[src/rtl/wbuf_pkg.sv]
package wbuf_pkg;
  localparam int WB_WORD_BYTES = 4;
  localparam int WB_BLK_BYTES  = 32;
  localparam int WB_WORD_BITS  = 8 * WB_WORD_BYTES;
  localparam int WB_BLK_BITS   = 8 * WB_BLK_BYTES;
  localparam int WB_WSEL_W     = $clog2(WB_BLK_BYTES / WB_WORD_BYTES);

  typedef logic [WB_BLK_BYTES-1:0]  blk_mask_t;
  typedef logic [WB_BLK_BITS-1:0]   blk_data_t;
  typedef logic [WB_WORD_BITS-1:0]  word_t;
  typedef logic [WB_WORD_BYTES-1:0] be_t;
  typedef logic [WB_WSEL_W-1:0]     wsel_t;

  // Byte positions within the block touched by a store to word wsel.
  function automatic blk_mask_t lane_mask(input wsel_t wsel, input be_t be);
    blk_mask_t m;
    m = '0;
    for (int b = 0; b < WB_WORD_BYTES; b++)
      m[int'(wsel) * WB_WORD_BYTES + b] = be[b];
    return m;
  endfunction

  // The word copied into every word position of a block.
  function automatic blk_data_t spread_word(input word_t w);
    blk_data_t d;
    for (int i = 0; i < WB_BLK_BYTES / WB_WORD_BYTES; i++)
      d[i*WB_WORD_BITS +: WB_WORD_BITS] = w;
    return d;
  endfunction

  // Byte mask widened to a bit mask.
  function automatic blk_data_t byte_bits(input blk_mask_t m);
    blk_data_t d;
    for (int i = 0; i < WB_BLK_BYTES; i++)
      d[i*8 +: 8] = {8{m[i]}};
    return d;
  endfunction

  function automatic blk_data_t merge_bytes(input blk_data_t old, input word_t w,
                                            input blk_mask_t lm);
    blk_data_t bm;
    bm = byte_bits(lm);
    return (old & ~bm) | (spread_word(w) & bm);
  endfunction
endpackage

[src/rtl/wbuf_ptr_ctrl.sv]
module wbuf_ptr_ctrl #(
  parameter int DEPTH = 4,
  localparam int IDX_W = (DEPTH > 1) ? $clog2(DEPTH) : 1,
  localparam int CNT_W = $clog2(DEPTH + 1)
) (
  input  logic             clk,
  input  logic             rst_n,
  input  logic             alloc,
  input  logic             pop,
  output logic [IDX_W-1:0] head,
  output logic [IDX_W-1:0] tail,
  output logic [CNT_W-1:0] occ,
  output logic             full,
  output logic             empty
);
  function automatic logic [IDX_W-1:0] next_idx(input logic [IDX_W-1:0] i);
    return (int'(i) == DEPTH - 1) ? '0 : i + 1'b1;
  endfunction

  always_ff @(posedge clk or negedge rst_n) begin
    if (!rst_n) begin
      head <= '0;
      tail <= '0;
      occ  <= '0;
    end else begin
      if (alloc) tail <= next_idx(tail);
      if (pop)   head <= next_idx(head);
      case ({alloc, pop})
        2'b10:   occ <= occ + 1'b1;
        2'b01:   occ <= occ - 1'b1;
        default: occ <= occ;
      endcase
    end
  end

  assign full  = (int'(occ) == DEPTH);
  assign empty = (occ == '0);
endmodule

[src/rtl/wbuf_match.sv]
module wbuf_match #(
  parameter int DEPTH = 4,
  parameter int BLK_W = 27,
  localparam int IDX_W = (DEPTH > 1) ? $clog2(DEPTH) : 1
) (
  input  logic [DEPTH-1:0]            ent_valid,
  input  logic [DEPTH-1:0][BLK_W-1:0] ent_blk,
  input  logic [IDX_W-1:0]            head,
  input  logic [BLK_W-1:0]            wr_blk,
  output logic                        hit,
  output logic [IDX_W-1:0]            hit_idx
);
  logic [DEPTH-1:0] cand;

  // The oldest slot is always on offer downstream and is never a merge target.
  for (genvar g = 0; g < DEPTH; g++) begin : g_cmp
    assign cand[g] = ent_valid[g] && (ent_blk[g] == wr_blk) && (int'(head) != g);
  end

  always_comb begin
    hit     = 1'b0;
    hit_idx = '0;
    for (int i = 0; i < DEPTH; i++) begin
      if (cand[i] && !hit) begin
        hit     = 1'b1;
        hit_idx = IDX_W'(i);
      end
    end
  end
endmodule

[src/rtl/wbuf_entry.sv]
module wbuf_entry #(
  parameter int BLK_W = 27
) (
  input  logic                     clk,
  input  logic                     rst_n,
  input  logic                     alloc,
  input  logic                     merge,
  input  logic                     pop,
  input  logic [BLK_W-1:0]         wr_blk,
  input  wbuf_pkg::wsel_t          wr_wsel,
  input  wbuf_pkg::word_t          wr_data,
  input  wbuf_pkg::be_t            wr_be,
  output logic                     valid,
  output logic [BLK_W-1:0]         blk,
  output wbuf_pkg::blk_data_t      data,
  output wbuf_pkg::blk_mask_t      mask
);
  import wbuf_pkg::*;

  blk_mask_t lm;
  assign lm = lane_mask(wr_wsel, wr_be);

  always_ff @(posedge clk or negedge rst_n) begin
    if (!rst_n) begin
      valid <= 1'b0;
      blk   <= '0;
      data  <= '0;
      mask  <= '0;
    end else if (alloc) begin
      valid <= 1'b1;
      blk   <= wr_blk;
      data  <= merge_bytes('0, wr_data, lm);
      mask  <= lm;
    end else if (merge) begin
      data  <= merge_bytes(data, wr_data, lm);
      mask  <= mask | lm;
    end else if (pop) begin
      valid <= 1'b0;
    end
  end
endmodule

[src/rtl/wbuf_merge_top.sv]
module wbuf_merge_top #(
  parameter int WADDR_W = 30,
  parameter int DEPTH   = 4,
  localparam int BLK_W  = WADDR_W - wbuf_pkg::WB_WSEL_W,
  localparam int IDX_W  = (DEPTH > 1) ? $clog2(DEPTH) : 1,
  localparam int CNT_W  = $clog2(DEPTH + 1)
) (
  input  logic                         clk,
  input  logic                         rst_n,
  input  logic                         wr_valid,
  output logic                         wr_ready,
  input  logic [WADDR_W-1:0]           wr_waddr,
  input  logic [wbuf_pkg::WB_WORD_BITS-1:0]  wr_data,
  input  logic [wbuf_pkg::WB_WORD_BYTES-1:0] wr_be,
  output logic                         drain_valid,
  input  logic                         drain_ready,
  output logic [BLK_W-1:0]             drain_addr,
  output logic [wbuf_pkg::WB_BLK_BITS-1:0]   drain_data,
  output logic [wbuf_pkg::WB_BLK_BYTES-1:0]  drain_mask,
  output logic                         empty,
  output logic                         full
);
  import wbuf_pkg::*;

  // Named internal events, observed by the bound checker.
  logic              wr_hit, wr_fire, alloc_fire, merge_fire, drain_fire;
  logic [IDX_W-1:0]  hit_idx, head, tail;
  logic [CNT_W-1:0]  occ;
  logic [BLK_W-1:0]  wr_blk;
  wsel_t             wr_wsel;

  logic [DEPTH-1:0]            ent_valid;
  logic [DEPTH-1:0][BLK_W-1:0] ent_blk;
  blk_data_t                   ent_data [DEPTH];
  blk_mask_t                   ent_mask [DEPTH];

  assign wr_blk  = wr_waddr[WADDR_W-1:WB_WSEL_W];
  assign wr_wsel = wr_waddr[WB_WSEL_W-1:0];

  wbuf_match #(.DEPTH(DEPTH), .BLK_W(BLK_W)) match_i (
    .ent_valid (ent_valid),
    .ent_blk   (ent_blk),
    .head      (head),
    .wr_blk    (wr_blk),
    .hit       (wr_hit),
    .hit_idx   (hit_idx)
  );

  assign wr_ready    = wr_hit || !full;
  assign wr_fire     = wr_valid && wr_ready;
  assign merge_fire  = wr_fire && wr_hit;
  assign alloc_fire  = wr_fire && !wr_hit;
  assign drain_valid = !empty;
  assign drain_fire  = drain_valid && drain_ready;

  wbuf_ptr_ctrl #(.DEPTH(DEPTH)) ctrl_i (
    .clk   (clk),
    .rst_n (rst_n),
    .alloc (alloc_fire),
    .pop   (drain_fire),
    .head  (head),
    .tail  (tail),
    .occ   (occ),
    .full  (full),
    .empty (empty)
  );

  for (genvar g = 0; g < DEPTH; g++) begin : g_ent
    wbuf_entry #(.BLK_W(BLK_W)) ent_i (
      .clk     (clk),
      .rst_n   (rst_n),
      .alloc   (alloc_fire && (int'(tail) == g)),
      .merge   (merge_fire && (int'(hit_idx) == g)),
      .pop     (drain_fire && (int'(head) == g)),
      .wr_blk  (wr_blk),
      .wr_wsel (wr_wsel),
      .wr_data (wr_data),
      .wr_be   (wr_be),
      .valid   (ent_valid[g]),
      .blk     (ent_blk[g]),
      .data    (ent_data[g]),
      .mask    (ent_mask[g])
    );
  end

  assign drain_addr = ent_blk[head];
  assign drain_data = ent_data[head];
  assign drain_mask = ent_mask[head];
endmodule

[config.mk]
export PLATFORM = sky130hd
export DESIGN_NAME = wbuf_merge_top
export DESIGN_NICKNAME = d
export VERILOG_FILES = /design/src/rtl/wbuf_pkg.sv /design/src/rtl/wbuf_ptr_ctrl.sv /design/src/rtl/wbuf_match.sv /design/src/rtl/wbuf_entry.sv /design/src/rtl/wbuf_merge_top.sv
export SDC_FILE = /design/constraint.sdc
export NUM_CORES = 2
export LEC_CHECK = 0
export ABC_AREA = 1
export BUFFER_PORTS_ARGS = -buffer_cell sky130_fd_sc_hd__buf_2
export CAP_MARGIN = 20
export CORE_ASPECT_RATIO = 1.75
export CORE_MARGIN = 4
export CORE_UTILIZATION = 40
export CTS_CLUSTER_DIAMETER = 30
export DETAILED_ROUTE_END_ITERATION = 12
export GPL_ROUTABILITY_DRIVEN = 0
export PLACE_DENSITY = 0.6
export SLEW_MARGIN = 20
export SYNTH_ARGS = -nofsm -noshare
export SYNTH_HDL_FRONTEND = slang
export SYNTH_SLANG_ARGS = --single-unit
export TNS_END_PERCENT = 20
[constraint.sdc]
create_clock -name clk -period 5.7 [get_ports clk]
set_input_delay 0.855 -clock clk [delete_from_list [all_inputs] [get_ports clk]]
set_output_delay 0.855 -clock clk [all_outputs]
set_load 0.05 [all_outputs]
**Word-level counts from Yosys, hierarchy flattened**

Index checks and enable logic that the tools add are counted.

- Order comparisons: 10
- Shifts and indexed selects: 0
- Divide/modulo/power cells: 0
- Bitwise operators: 16
- Muxes and demuxes: 57
- Equal/unequal tests: 23
- Add/sub/neg operators: 7
- Reduce and logical (&&, ||, !) cells: 56
- $mul: 0

Operators with widths:

| kind | count |
|---|---|
| two-way mux 256 bit | 10 |
| AND 256 bit | 5 |
| OR 256 bit | 4 |
| binary-select mux 256 bit (select 2 bit) | 1 |
| two-way mux 32 bit | 10 |
| NOT 256 bit | 1 |
| OR 32 bit | 4 |
| equality test 27 bit | 4 |
| bitwise mux 32 bit | 3 |
| >= comparator 32 x 1 -> 1 bit, second input constant | 3 |
| < comparator 32 x 7 -> 1 bit, second input constant | 3 |
| binary-select mux 32 bit (select 2 bit) | 1 |
| binary-select mux 27 bit (select 2 bit) | 1 |
| AND 32 x 29 -> 32 bit | 1 |
| logical AND 1 bit | 31 |
| two-way mux 27 bit | 1 |
| two-way mux 1 bit | 21 |
| nonzero test 2 bit | 10 |
| demux 1 bit (select 5 bit) | 3 |
| equality test 2 bit, second input constant | 7 |
| adder 5 x 2 -> 6 bit, second input constant | 2 |
| inequality test 2 x 1 -> 1 bit, second input constant | 5 |
| equality test 2 x 1 -> 1 bit, second input constant | 4 |
| two-way mux 2 bit | 4 |
| other kinds (18) | 30 |

- Register bits after elaboration: 1,271
- Memories: 0
- Bits in latches: 0
- Input bits: 70
- ROM bits: 0
- Memory bits (writable): 0

**Logic depth before layout (Yosys ltp)**

- Word-level depth: 19
- Gate-level depth with buffers: 22
- Depth with buffers taken out: 19

**By module**

A second synthesis with hierarchy kept.

- Cells, all modules: 9,141
- Area total of the unflattened synthesis: 64,878.5 um2

By module, submodules not included:

| module | instances | area an instance (um2) | cells each |
|---|---|---|---|
| wbuf_entry (g_ent[1].ent_i ...) | 3 | 12,688.4 | 1,399 |
| wbuf_entry (g_ent[0].ent_i) | 1 | 12,668.4 | 1,399 |
| wbuf_merge_top | 1 | 11,867.6 | 3,079 |
| wbuf_match | 1 | 1,913.1 | 427 |
| wbuf_ptr_ctrl | 1 | 364.1 | 39 |

**Least setup slack after synthesis**

No wires, ideal clock.

- Kind: register to output
- From: reg ctrl_i.head[0]
- To: out wr_ready
- Path buffers: 5
- Setup slack: 2.064 ns
- Data arrival time: 2.781 ns
- Cell stages (with the launch flop): 18
- Required time: 4.845 ns
- Cell sequence: dfrtp_1 -> clkbuf_1 -> clkinv_1 -> clkbuf_1 -> clkbuf_1 -> ha_1 -> inv_1 -> nand2_1 -> a21oi_1 -> nand3b_1 -> nor2_1 -> nand3_1 -> nor2_2 -> nor2_1 -> and2_1 -> buf_2 -> buf_2 -> nand3_1

- Word-level cells in the longest chain between the ends: 13

RTL lines:

| what | RTL line | RTL |
|---|---|---|
| start, declared | wbuf_ptr_ctrl.sv:10 | `output logic [IDX_W-1:0] head,` |
| start signal, assigned | wbuf_ptr_ctrl.sv:27 | `if (pop) head <= next_idx(head);` |
| nonzero test 2 bit | wbuf_match.sv:17 | `assign cand[g] = ent_valid[g] && (ent_blk[g] == wr_blk) && (int'(head) != g);` |
| logical AND 1 bit | wbuf_match.sv:17 |  |
| two-way mux 1 bit | wbuf_match.sv:24 | `if (cand[i] && !hit) begin` |
| logical NOT 1 bit | wbuf_match.sv:24 |  |
| logical AND 1 bit | wbuf_match.sv:24 |  |
| two-way mux 1 bit | wbuf_match.sv:24 |  |
| logical NOT 1 bit | wbuf_match.sv:24 |  |
| logical AND 1 bit | wbuf_match.sv:24 |  |
| two-way mux 1 bit | wbuf_match.sv:24 |  |
| logical NOT 1 bit | wbuf_match.sv:24 |  |
| logical AND 1 bit | wbuf_match.sv:24 |  |
| two-way mux 1 bit * | wbuf_match.sv:24 |  |
| logical OR 1 bit * | wbuf_merge_top.sv:49 | `assign wr_ready = wr_hit \|\| !full;` |
| end, declared | wbuf_merge_top.sv:11 | `output logic wr_ready,` |

Mark *: on every way between the ends. The rest lies on a longest branch, timed or not.

**Final worst setup path**

- From: reg ctrl_i.head[0]
- To: out drain_data[208] in the netlist's numbering

- Word-level cells in the longest chain between the ends: 4

RTL lines:

| what | RTL line | RTL |
|---|---|---|
| NOT 2 -> 3 bit (not written as such) | wbuf_merge_top.sv:87 | `assign drain_data = ent_data[head];` |
| binary-select mux 256 bit (select 2 bit) | wbuf_merge_top.sv:87 |  |
| two-way mux 256 bit (not written as such) (2 in series) | wbuf_merge_top.sv:87 |  |
| end, declared | wbuf_merge_top.sv:18 | `output logic [wbuf_pkg::WB_BLK_BITS-1:0] drain_data,` |

No other way between the ends. The select of a mux whose other input is x is not followed.

==> reports/results.txt <==
H-tree lvl count -> 4
CP Max Fanout -> 145
Reg2Reg Depth -> 16
register area share after synthesis -> 0.501
slew at the pin with the worst max-slew slack -> 1.22 ns
Initial Util -> 0.402
drt pass-1 iters -> 7
Crit path arrival time -> 4.44 ns
Final TNS setup -> 0 ns
buffer count from post-CTS setup fixing -> 0
fin crit share -> 0.928
Distinct cells, synth -> 36
largest family of logic cells by synthesized area -> simple AND/OR/NAND/NOR gates
fin crit period -> 5.29 ns
Filler Cell Count -> 15510
clock network power share -> 0.287
RR Startpoint -> ctrl_i.head[0]
post-synthesis compound-gate area fraction -> 0.0943
Tot Pwr -> 46.0 mW
worst reg-to-reg setup slack -> 1.25 ns
CTS Buffer Depth -> 4
Layout Skew -> 0.0460 ns
outcome -> finished clean
share of post-route cells with drive strength above 1 -> 0.118
PwrDens -> 625 nW/um^2
slew margin rel. -> 0.189
LEAKAGE -> 38.0 nW
Psw -> 22.5 mW
pre-CTS setup slack -> 1.40 ns
Via Count -> 63893
later-pin clock latency in the skew report -> 0.85 ns
Mapped Area -> 63400 sq um
Buffers on Ports -> 388
CP Class -> flop to output port
simple-gate portion of the synthesized area -> 0.335
CP Launch Type -> flop
Die Span Y -> 535 um
detailed placer's ending HPWL -> 156000 um
core area -> 158000 sq um
ANT nets after route -> 0
Total GRT Usage -> 0.323
multi-input logic area -> 27700 sq um
Switching Share -> 0.490
Final Max Slew Viols -> 0
post-synthesis mux area share -> 0
Post-Synth XOR/XNOR Area -> 0.00276
cell count after synthesis -> 8179
Detailed Route WL -> 274000 um
GRT overflow -> 0
Avg Cell Area, Syn -> 7.76 sq um
Inst Count DP -> 10010
initial antenna violation count -> 21
worst ir drop on vdd -> 0.621 mV
Final nets -> 8255
Syn Nets -> 8259
DRC Markers -> 0
Logic pwr share -> 0.447
storage element area -> 31800 sq um
end-of-flow core utilization -> 0.466
final worst setup slack -> 0.409 ns
Hold Crit Class -> input port to asynchronous set/reset pin
largest net degree at the start of global routing -> 197
Die ar. -> 165000 sq um
CP Capture Type -> output port
number of buffers created by CTS -> 210
Critical Path RT -> 4.85 ns
most frequent cells in the layout -> nand3_1, nand2_1, dfrtp_1, nor2_1, o21ai_0
CTS Hold Buffers Added -> 0
Ports -> 389
Final setup viols -> 0
CP startpoint -> ctrl_i.head[0]
share of power burned in registers -> 0.265
vias per inst -> 6.14
Synthesis Warnings -> 0
Clock Sinks -> 1271
Synth Area in Adders -> 0.00209
Fmax achieved -> 189 MHz
Max-Cap Viols -> 0
Finished Layout Cells -> 10411
number of gates resized after CTS -> 0
First DRT Iteration DRCs -> 8126
routed length per instance -> 26.3 um
RSZ-0062 raised after global routing -> false
first-pass GRT wire length -> 407000 um
vias in the first global route -> 61972
Cell Int Power -> 23.5 mW
Rows -> 193
#FFs+latches synth -> 1271
CTS root buf -> clkbuf_16
Setup crit end -> drain_data[208]
CTS tree -> done
Die Span X -> 309 um
P&R area growth vs syn -> 15.9%
Clk pin slew, worst setup/hold paths -> 0.06 ns
most common cell after layout, fill and taps aside -> nand3_1
final count of hold timing violations -> 0
## through the flow
step,area (sq um),hold WS (ns)
2_1_floorplan,63400,0.444
3_3_place_gp,66200,0.457
3_5_place_dp,66200,0.460
4_1_cts,73500,0.0274
5_1_grt,73500,0.0845
6_report,73600,0.0148
## cells by family after synthesis
logic type	after synthesis
simple gates	4846
flops	1271
compound gates	1119
buf+inv	913
xor+xnor	20
fa+ha+maj	10
## power groups by stage
stage | logic [mW] | clock network [mW] | registers, mW
finish | 20.6 | 13.2 | 12.2
global placement | 20.1 | 0 | 12.2
CTS | 20.2 | 13.3 | 12.2
floorplan | 14.0 | 0 | 11.8
detailed placement | 20.2 | 0 | 12.3
global route | 21.7 | 13.7 | 12.4
## final cells by class
class	count	share of cell area
well taps	2047	0.0348
flip-flops and latches	1271	0.433
clock inverters	143	0.0234
diodes	21	0.000714
multi-input cells	5995	0.377
inverters	166	0.00868
clock buffers	237	0.0756
repair buffers	531	0.0477
## cell usage after synthesis (all sizes together)
library cell  count  area [sq um]
a21boi            1          7.51
a21oi            69           345
and2              1          6.26
buf             290          1780
clkbuf          457          1720
clkinv           10          37.5
dfrtp          1271         31800
fa                1          20.0
ha                9           113
inv             156           586
nand2          1900          7160
nand3          2119         10600
nand3b            6          45.0
nand4            93           582
nor2            711          2700
nor3             12          65.1
nor3b             1          7.51
o21ai           745          3730
o22ai           304          1900
or2               3          18.8
xnor2            17           149
xor2              3          26.3
## worst max-delay path, cell delays in order, from the launching register on
cell and delay, ns:
dfrtp_4 0.72, inv_8 0.51, buf_12 0.49, buf_12 0.56, o21ai_0 0.16, o22ai_1 0.55, buf_2 0.39
## worst min-delay path by stage
stage,endpoint,slack [ns],cells after the start
after floorplan,g_ent[1].ent_i.mask[10],0.44,2
after global placement,g_ent[2].ent_i.mask[16],0.46,2
after detailed placement,g_ent[2].ent_i.mask[0],0.46,2
after CTS,g_ent[0].ent_i.mask[3],0.03,1
after global routing,asynchronous set/reset pin,0.08,1
final,asynchronous set/reset pin,0.01,1
## layer usage
metal / vias up / global-route usage / share of wire
li1: 27759 / - / -
met1: 31374 / 0.409 / 0.37
met2: 3845 / 0.493 / 0.45
met3: 903 / 0.0837 / 0.11
met4: 12 / 0.204 / 0.073
met5: - / 0 / 0.00027
Power figures use the tool's default switching activity.
